$ cat src/rtl/cfgdma_pkg.sv
package cfgdma_pkg;

    localparam int DESC_BYTES = 16;

    localparam logic [4:0] OFS_DATA   = 5'h00;
    localparam logic [4:0] OFS_SEL    = 5'h08;
    localparam logic [4:0] OFS_PTR_HI = 5'h10;
    localparam logic [4:0] OFS_PTR_LO = 5'h14;

    localparam logic [31:0] CTL_READ = 32'd2;
    localparam logic [31:0] CTL_ERR  = 32'd1;

    typedef enum logic [2:0] {
        ENG_IDLE,
        ENG_FETCH,
        ENG_CHECK,
        ENG_COPY,
        ENG_WB
    } eng_state_e;

endpackage

$ cat src/rtl/cfgdma_item_rom.sv
module cfgdma_item_rom #(
    parameter int N_ITEMS  = 4,
    parameter int SEL_W    = 16,
    parameter int OFF_W    = 8,
    parameter int LEN_BASE = 5,
    parameter int LEN_STEP = 4
) (
    input  logic [SEL_W-1:0] sel,
    input  logic [OFF_W-1:0] offset,
    output logic [OFF_W-1:0] item_len,
    output logic [7:0]       item_byte
);
    localparam int IDX_W = (N_ITEMS > 1) ? $clog2(N_ITEMS) : 1;

    logic [OFF_W-1:0] len_tab [N_ITEMS];

    for (genvar g = 0; g < N_ITEMS; g++) begin : g_len
        assign len_tab[g] = OFF_W'(LEN_BASE + LEN_STEP * g);
    end

    logic [7:0] sel_term;
    logic [7:0] off_term;

    always_comb begin
        item_len = '0;
        if (sel < SEL_W'(N_ITEMS)) begin
            item_len = len_tab[sel[IDX_W-1:0]];
        end
        sel_term  = {sel[1:0], 6'b0};
        off_term  = 8'(offset) * 8'd3;
        item_byte = sel_term + off_term + 8'd1;
    end

endmodule

$ cat src/rtl/cfgdma_cursor.sv
module cfgdma_cursor #(
    parameter int OFF_W = 8
) (
    input  logic             clk,
    input  logic             rst_n,
    input  logic             sel_write,
    input  logic             mmio_step,
    input  logic             dma_step,
    input  logic [OFF_W-1:0] item_len,
    output logic [OFF_W-1:0] offset,
    output logic             at_end
);
    typedef struct packed {
        logic [OFF_W-1:0] offset;
    } cur_t;

    cur_t cur_d, cur_q;

    always_comb begin
        cur_d = cur_q;
        if (sel_write) begin
            cur_d.offset = '0;
        end else if (mmio_step || dma_step) begin
            cur_d.offset = cur_q.offset + OFF_W'(1);
        end
    end

    always_ff @(posedge clk) begin
        if (!rst_n) begin
            cur_q <= '0;
        end else begin
            cur_q <= cur_d;
        end
    end

    assign offset = cur_q.offset;
    assign at_end = (cur_q.offset >= item_len);

endmodule

$ cat src/rtl/cfgdma_mmio.sv
module cfgdma_mmio
    import cfgdma_pkg::*;
#(
    parameter int SEL_W = 16
) (
    input  logic             clk,
    input  logic             rst_n,
    input  logic             mmio_valid,
    input  logic             mmio_we,
    input  logic [4:0]       mmio_addr,
    input  logic [31:0]      mmio_wdata,
    output logic [31:0]      mmio_rdata,
    input  logic             busy,
    input  logic             at_end,
    input  logic [7:0]       item_byte,
    output logic [SEL_W-1:0] sel,
    output logic             sel_write,
    output logic             mmio_step,
    output logic             start,
    output logic [63:0]      start_ptr
);
    typedef struct packed {
        logic [SEL_W-1:0] sel;
        logic [31:0]      ptr_hi;
        logic [31:0]      rdata;
    } regs_t;

    regs_t r_d, r_q;

    logic wr_ok;
    logic rd_ok;

    always_comb begin
        r_d       = r_q;
        wr_ok     = mmio_valid && mmio_we && !busy;
        rd_ok     = mmio_valid && !mmio_we;
        sel_write = 1'b0;
        mmio_step = 1'b0;
        start     = 1'b0;
        start_ptr = {r_q.ptr_hi, mmio_wdata};

        if (wr_ok) begin
            case (mmio_addr)
                OFS_SEL:    begin
                    r_d.sel   = mmio_wdata[SEL_W-1:0];
                    sel_write = 1'b1;
                end
                OFS_PTR_HI: r_d.ptr_hi = mmio_wdata;
                OFS_PTR_LO: start = 1'b1;
                default:    ;
            endcase
        end

        if (rd_ok) begin
            case (mmio_addr)
                OFS_DATA: begin
                    if (!busy && !at_end) begin
                        r_d.rdata = {24'b0, item_byte};
                        mmio_step = 1'b1;
                    end else begin
                        r_d.rdata = '0;
                    end
                end
                OFS_SEL: r_d.rdata = 32'(r_q.sel);
                default: r_d.rdata = '0;
            endcase
        end
    end

    always_ff @(posedge clk) begin
        if (!rst_n) begin
            r_q <= '0;
        end else begin
            r_q <= r_d;
        end
    end

    assign mmio_rdata = r_q.rdata;
    assign sel        = r_q.sel;

endmodule

$ cat src/rtl/cfgdma_engine.sv
module cfgdma_engine
    import cfgdma_pkg::*;
(
    input  logic        clk,
    input  logic        rst_n,
    input  logic        start,
    input  logic [63:0] start_ptr,
    input  logic        at_end,
    input  logic [7:0]  item_byte,
    output logic        mem_req_valid,
    input  logic        mem_req_ready,
    output logic        mem_req_write,
    output logic [63:0] mem_req_addr,
    output logic [7:0]  mem_req_wdata,
    input  logic        mem_rsp_valid,
    input  logic [7:0]  mem_rsp_rdata,
    input  logic        mem_rsp_err,
    output logic        busy,
    output logic        dma_step
);
    localparam int CNT_W = $clog2(DESC_BYTES);
    localparam int BLK_W = DESC_BYTES * 8;
    localparam logic [CNT_W-1:0] CNT_LAST = CNT_W'(DESC_BYTES - 1);

    typedef struct packed {
        eng_state_e       st;
        logic [CNT_W-1:0] cnt;
        logic [63:0]      ptr;
        logic [BLK_W-1:0] desc;
        logic             err;
        logic             wait_rsp;
    } eng_t;

    eng_t e_d, e_q;

    logic [63:0]      dst;
    logic [31:0]      len;
    logic [31:0]      ctl;
    logic [BLK_W-1:0] wb_blk;
    logic [BLK_W-1:0] wb_shift;
    logic [CNT_W+2:0] wb_sh;
    logic             rsp_here;

    always_comb begin
        e_d           = e_q;
        dma_step      = 1'b0;
        mem_req_valid = 1'b0;
        mem_req_write = 1'b0;
        mem_req_addr  = '0;
        mem_req_wdata = '0;

        dst      = e_q.desc[BLK_W-1 -: 64];
        len      = e_q.desc[63:32];
        ctl      = e_q.desc[31:0];
        wb_blk   = {dst, len, (e_q.err ? CTL_ERR : 32'd0)};
        wb_sh    = {~e_q.cnt, 3'b000};
        wb_shift = wb_blk >> wb_sh;
        rsp_here = e_q.wait_rsp && mem_rsp_valid;

        case (e_q.st)
            ENG_IDLE: begin
                if (start) begin
                    e_d.st       = ENG_FETCH;
                    e_d.ptr      = start_ptr;
                    e_d.cnt      = '0;
                    e_d.err      = 1'b0;
                    e_d.wait_rsp = 1'b0;
                end
            end

            ENG_FETCH: begin
                mem_req_valid = !e_q.wait_rsp;
                mem_req_addr  = e_q.ptr + 64'(e_q.cnt);
                if (mem_req_valid && mem_req_ready) begin
                    e_d.wait_rsp = 1'b1;
                end
                if (rsp_here) begin
                    e_d.wait_rsp = 1'b0;
                    if (mem_rsp_err) begin
                        e_d.st = ENG_IDLE;
                    end else begin
                        e_d.desc = {e_q.desc[BLK_W-9:0], mem_rsp_rdata};
                        e_d.cnt  = e_q.cnt + CNT_W'(1);
                        if (e_q.cnt == CNT_LAST) begin
                            e_d.st = ENG_CHECK;
                        end
                    end
                end
            end

            ENG_CHECK: begin
                e_d.cnt = '0;
                if (ctl != CTL_READ) begin
                    e_d.err = 1'b1;
                    e_d.st  = ENG_WB;
                end else begin
                    e_d.st = ENG_COPY;
                end
            end

            ENG_COPY: begin
                if (e_q.wait_rsp) begin
                    if (mem_rsp_valid) begin
                        e_d.wait_rsp = 1'b0;
                        if (mem_rsp_err) begin
                            e_d.err = 1'b1;
                            e_d.st  = ENG_WB;
                            e_d.cnt = '0;
                        end else begin
                            e_d.desc[BLK_W-1 -: 64] = dst + 64'd1;
                            e_d.desc[63:32]         = len - 32'd1;
                            dma_step                = 1'b1;
                        end
                    end
                end else if (len == 32'd0) begin
                    e_d.st  = ENG_WB;
                    e_d.cnt = '0;
                end else if (at_end) begin
                    e_d.desc[63:32] = '0;
                end else if (dst == 64'd0) begin
                    e_d.desc[63:32] = len - 32'd1;
                    dma_step        = 1'b1;
                end else begin
                    mem_req_valid = 1'b1;
                    mem_req_write = 1'b1;
                    mem_req_addr  = dst;
                    mem_req_wdata = item_byte;
                    if (mem_req_ready) begin
                        e_d.wait_rsp = 1'b1;
                    end
                end
            end

            ENG_WB: begin
                mem_req_valid = !e_q.wait_rsp;
                mem_req_write = 1'b1;
                mem_req_addr  = e_q.ptr + 64'(e_q.cnt);
                mem_req_wdata = wb_shift[7:0];
                if (mem_req_valid && mem_req_ready) begin
                    e_d.wait_rsp = 1'b1;
                end
                if (rsp_here) begin
                    e_d.wait_rsp = 1'b0;
                    e_d.cnt      = e_q.cnt + CNT_W'(1);
                    if (e_q.cnt == CNT_LAST) begin
                        e_d.st = ENG_IDLE;
                    end
                end
            end

            default: e_d.st = ENG_IDLE;
        endcase
    end

    always_ff @(posedge clk) begin
        if (!rst_n) begin
            e_q    <= '0;
            e_q.st <= ENG_IDLE;
        end else begin
            e_q <= e_d;
        end
    end

    assign busy = (e_q.st != ENG_IDLE);

endmodule

$ cat src/rtl/cfgdma_top.sv
module cfgdma_top
    import cfgdma_pkg::*;
#(
    parameter int N_ITEMS  = 4,
    parameter int SEL_W    = 16,
    parameter int OFF_W    = 8,
    parameter int LEN_BASE = 5,
    parameter int LEN_STEP = 4
) (
    input  logic        clk,
    input  logic        rst_n,
    input  logic        mmio_valid,
    input  logic        mmio_we,
    input  logic [4:0]  mmio_addr,
    input  logic [31:0] mmio_wdata,
    output logic [31:0] mmio_rdata,
    output logic        mem_req_valid,
    input  logic        mem_req_ready,
    output logic        mem_req_write,
    output logic [63:0] mem_req_addr,
    output logic [7:0]  mem_req_wdata,
    input  logic        mem_rsp_valid,
    input  logic [7:0]  mem_rsp_rdata,
    input  logic        mem_rsp_err
);
    logic [SEL_W-1:0] sel_w;
    logic             sel_write_w;
    logic             mmio_step_w;
    logic             dma_step_w;
    logic             start_w;
    logic [63:0]      start_ptr_w;
    logic             busy_w;
    logic [OFF_W-1:0] offset_w;
    logic [OFF_W-1:0] item_len_w;
    logic [7:0]       item_byte_w;
    logic             at_end_w;

    cfgdma_item_rom #(
        .N_ITEMS (N_ITEMS),
        .SEL_W   (SEL_W),
        .OFF_W   (OFF_W),
        .LEN_BASE(LEN_BASE),
        .LEN_STEP(LEN_STEP)
    ) u_rom (
        .sel      (sel_w),
        .offset   (offset_w),
        .item_len (item_len_w),
        .item_byte(item_byte_w)
    );

    cfgdma_cursor #(
        .OFF_W(OFF_W)
    ) u_cursor (
        .clk      (clk),
        .rst_n    (rst_n),
        .sel_write(sel_write_w),
        .mmio_step(mmio_step_w),
        .dma_step (dma_step_w),
        .item_len (item_len_w),
        .offset   (offset_w),
        .at_end   (at_end_w)
    );

    cfgdma_mmio #(
        .SEL_W(SEL_W)
    ) u_mmio (
        .clk       (clk),
        .rst_n     (rst_n),
        .mmio_valid(mmio_valid),
        .mmio_we   (mmio_we),
        .mmio_addr (mmio_addr),
        .mmio_wdata(mmio_wdata),
        .mmio_rdata(mmio_rdata),
        .busy      (busy_w),
        .at_end    (at_end_w),
        .item_byte (item_byte_w),
        .sel       (sel_w),
        .sel_write (sel_write_w),
        .mmio_step (mmio_step_w),
        .start     (start_w),
        .start_ptr (start_ptr_w)
    );

    cfgdma_engine u_engine (
        .clk          (clk),
        .rst_n        (rst_n),
        .start        (start_w),
        .start_ptr    (start_ptr_w),
        .at_end       (at_end_w),
        .item_byte    (item_byte_w),
        .mem_req_valid(mem_req_valid),
        .mem_req_ready(mem_req_ready),
        .mem_req_write(mem_req_write),
        .mem_req_addr (mem_req_addr),
        .mem_req_wdata(mem_req_wdata),
        .mem_rsp_valid(mem_rsp_valid),
        .mem_rsp_rdata(mem_rsp_rdata),
        .mem_rsp_err  (mem_rsp_err),
        .busy         (busy_w),
        .dma_step     (dma_step_w)
    );

endmodule

$ cat config.mk
export PLATFORM = sky130hd
export DESIGN_NAME = cfgdma_top
export DESIGN_NICKNAME = d
export VERILOG_FILES = /design/src/rtl/cfgdma_pkg.sv /design/src/rtl/cfgdma_item_rom.sv /design/src/rtl/cfgdma_cursor.sv /design/src/rtl/cfgdma_mmio.sv /design/src/rtl/cfgdma_engine.sv /design/src/rtl/cfgdma_top.sv
export SDC_FILE = /design/constraint.sdc
export NUM_CORES = 1
export LEC_CHECK = 0
export ABC_AREA = 1
export BUFFER_PORTS_ARGS = -buffer_cell sky130_fd_sc_hd__buf_2
export CORE_MARGIN = 2
export CORE_UTILIZATION = 50
export CTS_CLUSTER_SIZE = 25
export DETAILED_ROUTE_END_ITERATION = 8
export PLACE_DENSITY = 0.68
export RECOVER_POWER = 100
export SYNTH_ARGS = -nofsm -noshare
export SYNTH_HDL_FRONTEND = slang
export SYNTH_HIERARCHICAL = 1
export SYNTH_SLANG_ARGS = --single-unit
$ cat constraint.sdc
create_clock -name clk -period 8.6 [get_ports clk]
set_input_delay 1.29 -clock clk [delete_from_list [all_inputs] [get_ports clk]]
set_output_delay 1.29 -clock clk [all_outputs]
set_load 0.01 [all_outputs]
* Word-level counts from Yosys, hierarchy flattened
Cells that the tools add are included.
Widths: inputs -> output; s select.
** Storage, ports and cells
- Bits in writable memories :: 0
- Memories kept :: 0
- Bits in latches :: 0
- Register bits :: 289
- Bits in read-only memories :: 0
** Cells by class
- Divide/modulo/power cells :: 0
- Bitwise operators :: 4
- Add/sub/neg operators :: 7
- Eq/ne operators :: 27
- Shifts and indexed selects :: 1
- Order comparisons :: 3
- Reduce and logical (&&, ||, !) cells :: 32
- Mux-type cells :: 75
- Multipliers :: 1
** Operator list (count)
- $mux 64 :: 5
- $mux 128 :: 2
- $mux 96 :: 2
- $pmux 96 s2 :: 1
- $mux 32 :: 4
- $pmux 64 s2 :: 1
- $shr 128x7->8 :: 1
- $mux 71 :: 1
- $add 64x1->64 const B :: 1
- $add 64x4->64 :: 1
- $logic_not 64->1 :: 1
- $mux 8 :: 8
- $mux 7 :: 6
- $logic_not 32->1 :: 1
- $ne 32x2->1 const B :: 1
- $pmux 16 s2 :: 1
- $sub 32x1->32 const B :: 1
- $mux 1 :: 29
- $pmux 4 s5 :: 1
- $add 8x1->8 const B :: 2
- $bmux 8 s2 :: 1
- $lt 16x3->1 const B :: 1
- $pmux 8 s2 :: 1
- $reduce_and 8->1 :: 2
- other kinds (39) :: 75

* Logic depth before layout (Yosys ltp)
Gate-level depths: netlist of run 1.
- Word-level depth :: 12
- Depth in mapped cells :: 23
- Depth with buffers taken out :: 22

* Hierarchy
Netlist of run 1, hierarchy kept.
** Modules (own cells, without submodules)
- cfgdma_engine :: cells each 2796, area each 15627.5 um^2, times used 1
- cfgdma_mmio :: cells each 437, area each 3131.8 um^2, times used 1
- cfgdma_cursor :: cells each 92, area each 628.1 um^2, times used 1
- cfgdma_item_rom :: cells each 106, area each 623.1 um^2, times used 1

* Worst setup path after synthesis of run 1
OpenSTA, ideal clock, no wires.
- Path kind :: flip-flop to output port
- Start point :: register u_mmio.r_q, in the netlist u_mmio/sel[1]
- End point :: output port mem_req_addr[16]
- Cell stages (with the launch flop) :: 18
- Buffers on the path :: 2
- Arrival :: 2.558 ns
- Data required time :: 7.310 ns
- Slack :: 4.752 ns
- Cells stage by stage :: dfxtp_1 inv_2 ha_1 inv_1 nor2_1 inv_1 ha_1 nand2_1 inv_1 nand2_1 nand2_1 nand2_1 nand3_1 nor3_4 nand3_2 buf_2 buf_4 o22ai_1
** On the way
- Longest elaborated chain between the ends :: 10
- Elaborated cells between the ends (all ways) :: 11
** RTL lines
- start: declaration :: RTL line cfgdma_mmio.sv:28 : regs_t r_d, r_q;
- start signal: assignment :: RTL line cfgdma_mmio.sv:74 : r_q <= r_d;
- parallel branches: the longest is 4 deep, another holds $lt 16x3->1
- $mux 8 (*) :: RTL line cfgdma_item_rom.sv:26 : if (sel < SEL_W'(N_ITEMS)) begin
- named net item_len_w[3] :: RTL line cfgdma_top.sv:34 : logic [OFF_W-1:0] item_len_w;
- $ge 8x8->1 (*) :: RTL line cfgdma_cursor.sv:37 : assign at_end = (cur_q.offset >= item_len);
- named net at_end_w :: RTL line cfgdma_top.sv:36 : logic at_end_w;
- $mux 64 (*) :: RTL line cfgdma_engine.sv:118 : end else if (at_end) begin
- $mux 64 (*) :: RTL line cfgdma_engine.sv:115 : end else if (len == 32'd0) begin
- $mux 64 (*) :: RTL line cfgdma_engine.sv:102 : if (e_q.wait_rsp) begin
- $pmux 64 s2 (*) :: RTL line cfgdma_engine.sv:60 : case (e_q.st)
- end: declaration :: RTL line cfgdma_top.sv:20 : output logic [63:0] mem_req_addr,
Mark *: on every way through the listed nets, which the timed path passes. The select of a mux whose other input is x is not followed.

==> results of run 1 <==
-- layout make-up --
class                      count  area [um^2]  share of cell area [%]
clock inverter                15          211                   0.981
tap                          525          657                    3.05
sequential                   273         5470                    25.4
timing repair buffer         158          731                    3.39
inverter                     386         1450                    6.72
clock buffer                  47         1020                    4.74
multi-input combinational   2584        12000                    55.8
-- where the power goes --
group	switching, uW	internal, uW
combinational	468	152
sequential	25.9	1280
clock	609	984
total	1100	2420
-- through the flow --
stage          hold slack, ns  worst slack, ns  area, um^2  utilization [%]
4_1_cts                 0.467             2.67       21700             54.8
3_5_place_dp            0.453             3.27       20500             51.7
5_1_grt                 0.500             1.37       21500             54.4
6_report                0.463             1.84       21500             54.4
3_3_place_gp            0.448             3.52       20500             51.7
2_1_floorplan           0.428             4.75       20100                -
-- cell usage after synthesis (all sizes together), types with 9 or more instances --
master,number,area share [%]
dfxtp,273,27
o211ai,9,0.34
nand2,805,15
nor3,59,1.6
and2,9,0.28
o22ai,12,0.38
nand3b,35,1.3
clkbuf,96,1.8
o21ai,347,8.7
nand3,270,7.0
buf,110,3.8
nand4,78,2.4
nor2,603,12
a21oi,251,6.4
ha,32,2.0
inv,384,7.2
xor2,16,0.70
-- critical path: stages --
cell	delay, ns
clkbuf_1	2.33
clkbuf_1	2.53
o21ai_0	0.73
a21oi_1	0.31
-- cells in the final DEF, fill, tap and decap left out, drive strengths merged, types with 9 or more instances in the layout --
master / n
a21oi: 251
and2: 9
buf: 86
clkbuf: 119
clkinv: 11
conb: 20
dfxtp: 273
ha: 32
inv: 385
nand2: 805
nand3: 270
nand3b: 35
nand4: 78
nor2: 603
nor3: 59
o211ai: 9
o21ai: 347
o22ai: 12
xor2: 16
-- how the worst min path moves through the flow --
stage	slack [ns]	to
after floorplan	0.43	u_engine/e_q[130]$_SDFFE_PN0P_
after global placement	0.45	u_mmio/start_ptr[49]$_SDFFE_PN0P_
after detailed placement	0.45	u_mmio/start_ptr[48]$_SDFFE_PN0P_
after CTS	0.47	u_mmio/start_ptr[48]$_SDFFE_PN0P_
after global routing	0.50	u_mmio/start_ptr[48]$_SDFFE_PN0P_
final	0.46	u_mmio/start_ptr[48]$_SDFFE_PN0P_
-- registers in the layout (all words and copies together) (netlist names) --
register and count:
u_engine/e_q 105, u_mmio/sel 16, u_engine/ctl 32, u_mmio/start_ptr 32
u_cursor/offset 8, u_engine/dst 64, u_mmio/mmio_rdata 16
-- routing by layer --
layer	vias to the layer above	track usage (%)	share of wire, %
met2	1211	61.7	44
met3	241	8.27	9.6
met1	10700	51.4	41
met5	-	0	0.026
met4	4	19.2	5.2
li1	11100	-	-
-- cells by family (layout without fill, tap and decap cells) --
logic type / count (synthesis) / in the layout / synth area share [%]
simple gates: 1869 / 1869 / 40.1
compound gates: 640 / 640 / 16.5
buf+inv: 592 / 606 / 12.8
flops: 273 / 273 / 27.3
fa+ha+maj: 35 / 35 / 2.30
xor+xnor: 20 / 20 / 0.875
other cells: 2 / 20 / 0.0375
==> run metrics, run 1 <==
status=complete, but fails checks; failing checks=max-capacitance violations, max-slew violations; RSZ-0062 raised after global routing=no; Remaining Overflow, GRT=0; #FFs+latches synth=273; Skew-Pair Late Insertion Delay=0.56 ns; TritonCTS clock tree=yes; worst reg2reg endpoint=u_engine/e_q[188]$_SDFFE_PN0P_; Final setup viols=0; Slew @ Worst Pin=3.41 ns; area of the core=39,600 um^2; Row Count=73; initial antenna violation count=3; Synth Instances=3,431; clock transition at the registers of the reported paths=0.06 ns; detailed placer's ending HPWL=63,100 um; Root Driver=clkbuf_16; Final Max Slew Viols=457; Setup Skew=0.0282 ns; VDD IR max=248 uV; hold crit path type=reg2reg; hold-fix buffers at CTS=0; Top FF cell, synth=dfxtp_1; Netlist cell types=52; Inst Count DP=3,926; CTS max path bufs=3; fin crit period=6.76 ns; Routed WL=83,300 um; Syn-to-layout area delta=7.69%; Vias=23,300; max frequency=0.148 GHz; Post-synth EDFFs=0; period utilization=78.6%; die width=204 um; drt via density=5.83; layout cells sized above 1=6.24%; required time of the critical path=9.06 ns; gp weighted congestion=1.01; # Max-Cap Violations=7; Non-Filler Instances=3,988; All-Layer GR Usage=39.4%; global-route wire length before repair=126,000 um; Routed Antenna Nets=0; CTS H-tree depth=2; Arr. time, crit path=7.22 ns; 1st-pass router iterations=8; reg2reg path depth=9; Initial DRC Count=2,794; Overall Power=3520 uW; largest net degree at the start of global routing=94; final hold viol count=0; Syn Area/Cell=5.83 um^2; setup TNS=0 ns; fin nets=3,525; Syn. warnings=6; # Post-CTS Setup Buffers=0; Critical Path Start=rst_n; part of the Yosys area used for sequential elements=27.3%; reg2reg setup slack=2.50 ns; die height=204 um; crit path kind=in2reg; clk sinks=273; Lkg Pwr=0.00901 uW; launch point of the worst hold path=u_mmio/start_ptr[48]$_SDFFE_PN0P_; Startpoint Class=input port; number of fill cells=4,208; I/O pins=158; Async SR Flop Fraction=0%; crit-path max FO=93; CP endpoint=u_engine/e_q[174]$_SDFFE_PN0P_; RR Startpoint=u_engine/e_q[199]$_SDFFE_PN0P_; # DRC=0; # port buffers=141; # diodes=0; vias in the first global route=21,500; hold depth=2; Post-Syn Area=20,000 um^2; Power per Cell Area=164 nW/um^2; Die ar.=41,600 um^2; wire per inst=20.9 um; CP endpoint kind=register; post-cts resize count=0; Rel. slew slack=-127%; initial core utilization=50.5%; Num CTS Buffers=35
Note: power is estimated with default switching activity, not from simulation.
==> run 2: changes to the inputs <==
Settings changed: ABC_AREA 1 to 0, PLACE_DENSITY 0.68 to 0.69.
Clock period 8.6 ns to 6.8 ns, I/O delays scaled along.
==> run 2 against run 1 <==
The flow still finishes with violations (max-capacitance violations, max-slew violations); register-to-register slack worse by 1.1 ns; clock power is 8% higher; global-route usage is 6.3 points lower; sequential share of layout area increased by 3.9 points; critical path type is now reg2out; count of clock-buffer cells in the layout down 3; critical endpoint is now mem_req_addr[43]; via count is 22% lower; critical path depth up 9; sequential power grew 23%; die area down 13%.
==> run metrics, run 2 <==
TritonCTS clock tree=yes; Post-synth EDFFs=0 (unchanged); Synth top cells by count=nand2_1, dfxtp_1, a21oi_1; combinational fraction of design power=5.1% (-13 points); Power per Cell Area=188 nW/um^2 (+15%); #FFs+latches synth=273 (unchanged); failing checks=max-capacitance violations, max-slew violations; Psw=839 uW (-24%); CP top delay family=simple AND/OR/NAND/NOR gates; global-route wire length before repair=95,300 um (-24%); pre-CTS setup slack=2.19 ns (-1.09 ns); Lkg Pwr=0.00656 uW (-27%); Startpoint Class=register; largest net degree at the start of global routing=116 (+23%); detailed placer's ending HPWL=41,500 um (-34%); Syn-to-layout area delta=7.16%; Pint=2660 uW (+10%); die width=191 um (-6.6%); area of the core=34,500 um^2 (-13%); initial antenna violation count=2 (-1); clk sinks=273 (unchanged); crit path kind=reg2out; part of the Yosys area used for sequential elements=31.4% (+4.1 points); required time of the critical path=5.78 ns (-3.28 ns); cell chain of the critical path=nor4_1 -> nand4_1 -> inv_1 -> ha_1 -> nand2b_1 -> a211oi_1 -> o21ai_0 -> a41o_1 -> nor4b_1 -> buf_12 -> nand2_1 -> o21ai_0 -> clkbuf_1; Overall Power=3500 uW (-0.62%); Post-Syn Area=17,400 um^2 (-13%); All-Layer GR Usage=33.0% (-6.3 points); Slew @ Worst Pin=2.32 ns (-1.08 ns); GR Util met3=5.58% (-2.7 points); RSZ-0062 raised after global routing=no; Setup Skew=0.0107 ns (-0.0174 ns); fin nets=2,373 (-33%); Num CTS Buffers=30 (-14%); CTS H-tree depth=1 (-1); layout cells sized above 1=8.35% (+2.1 points); Reg power frac=46.0% (+8.8 points); fin crit period=5.79 ns; Yosys top cell area share=31.4% (+4.1 points); Die ar.=36,400 um^2 (-13%); # DRC=0 (unchanged); Netlist cell types=82 (+58%); Initial DRC Count=2,972 (+6.4%); GR Util met1=45.3% (-6.2 points); initial core utilization=50.6% (+0.087 points); CTS max path bufs=3 (unchanged); 1st-pass router iterations=6 (-2); Async SR Flop Fraction=0% (unchanged); Row Count=68 (-6.8%); Root Driver=clkbuf_16; # port buffers=141 (unchanged); post-cts resize count=0 (unchanged); CP Buf/Inv Count=3 (+1); Final Util=54.2% (-0.18 points); Clk pwr share=48.9% (+3.7 points); Largest register FFs=105 (unchanged); wire per inst=22.3 um (+6.5%); most frequent cells in the layout=nand2_1, dfxtp_1, a21oi_1, o21ai_0, nor2_1; Sw Ratio=23.9% (-7.4 points); most frequent cell after synthesis=nand2_1; clock transition at the registers of the reported paths=0.06 ns (about the same); Top FF cell, synth=dfxtp_1; Final setup viols=0 (unchanged); smallest hold slack=0.456 ns (-0.00663 ns); period utilization=85.2%; # Max-Cap Violations=6 (-1); CP endpoint kind=primary output; hold crit path type=reg2reg; vias in the first global route=16,400 (-23%); crit-path max cell delay=1.41 ns (-1.12 ns); status=complete, but fails checks; busiest grt layer=met2; max frequency=0.173 GHz; Synth area leaders=dfxtp_1, nand2_1, a21oi_1, clkbuf_1, mux2i_1; crit-path max FO=65 (-30%); fin worst setup slack=1.01 ns (-0.835 ns); Synth Instances=2,333 (-32%); Syn. warnings=6 (unchanged); hold-fix buffers at CTS=0 (unchanged); Remaining Overflow, GRT=0 (unchanged); I/O pins=158 (unchanged); Yosys top cell by area=dfxtp_1; commonest non-fill, non-tap cell in the layout=nand2_1; die height=191 um (-6.6%); Biggest register=u_engine/e_q; gp weighted congestion=0.967 (-4.6%); final hold viol count=0 (unchanged); Arr. time, crit path=4.77 ns (-2.45 ns); VDD IR max=205 uV (-18%); number of fill cells=3,351 (-20%); setup TNS=0 ns (unchanged); grt met2 use=50.0% (-12 points); Final Max Slew Viols=231 (-49%); drt via density=6.57 (+13%); Routed Antenna Nets=0 (unchanged); Most common cell on crit path=o21ai_0; Rel. slew slack=-54.9% (+72 points); CP max-delay cell=nor4b_1; # Post-CTS Setup Buffers=0 (unchanged); Vias=18,200 (-22%); Skew-Pair Late Insertion Delay=0.57 ns (about the same); Routed WL=61,500 um (-26%); # diodes=0 (unchanged); Syn Area/Cell=7.47 um^2 (+28%)
## run 2: cell count changes in the layout (fill, tap and decap cells not counted), moves of 35 or more
| cell | delta |
|---|---|
| a21oi_1 | -46 |
| mux2i_1 | +65 |
| and3_1 | +35 |
| nor4_1 | +66 |
| o21ai_0 | -223 |
| xnor2_1 | +62 |
| nand2_1 | -320 |
| inv_1 | -312 |
| nor2_1 | -462 |
| nand3_1 | -201 |
## run 2: worst min-delay path, stage by stage (launching register included)
cell and delay, ns:
dfxtp_1 0.31, nand2_1 0.05, a21oi_1 0.05
## run 2: worst paths after layout
kind / startpoint / endpoint / slack, ns / depth (start not counted)
hold reg to reg: u_mmio/start_ptr[32]$_SDFFE_PN0P_ / u_engine/e_q[162]$_SDFFE_PN0P_ / 0.46 / 2
hold / removal: u_mmio/start_ptr[32]$_SDFFE_PN0P_ / u_engine/e_q[162]$_SDFFE_PN0P_ / 0.46 / 2
setup reg to reg: u_engine/e_q[198]$_SDFFE_PN0P_ / u_engine/e_q[154]$_SDFFE_PN0P_ / 1.41 / 9
setup / recovery: u_mmio/sel[10]$_SDFFE_PN0P_ / mem_req_addr[43] / 1.01 / 13
## run 2: logic make-up after synthesis
family                     count (synthesis)  synth area share, %
buffers and inverters                    326                 8.49
other                                      2               0.0431
muxes                                     91                 6.97
and+or+nand+nor                          983                 26.8
AOI/OAI and AO/OA                        539                 19.4
xor gates and xnor gates                  84                 4.22
DFF                                      273                 31.4
adders and majority gates                 35                 2.64
## run 2: cell type report
type / instances / area, um^2 / area share (%)
Multi-Input combinational cell: 1752 / 10600 / 56.5
Timing Repair Buffer: 168 / 812 / 4.35
Tap cell: 455 / 569 / 3.05
Clock inverter: 12 / 115 / 0.616
Inverter: 61 / 231 / 1.24
Sequential cell: 273 / 5470 / 29.3
Clock buffer: 44 / 925 / 4.95
## run 2: power by group through the flow
stage               sequential (uW)  clock, uW  combinational (uW)
finish                         1610       1710                 178
global route                   1610       1790                 191
CTS                            1610       1730                 174
detailed placement             1650          0                 173
global placement               1650          0                 171
floorplan                      1640          0                 132
## run 2: through the flow
step / cell area [um^2] / std cells
floorplan: 17500 / 2351
global placement: 17800 / 2709
detailed placement: 17800 / 2709
CTS: 18800 / 2765
global route: 18700 / 2765
finish: 18700 / 2765
## run 2: per-layer routing
metal / part of all wire (%) / vias to the layer above
li1: - / 8207
met1: 40 / 8553
met2: 43 / 1187
met3: 11 / 216
met4: 5.7 / 2
met5: 0.015 / -
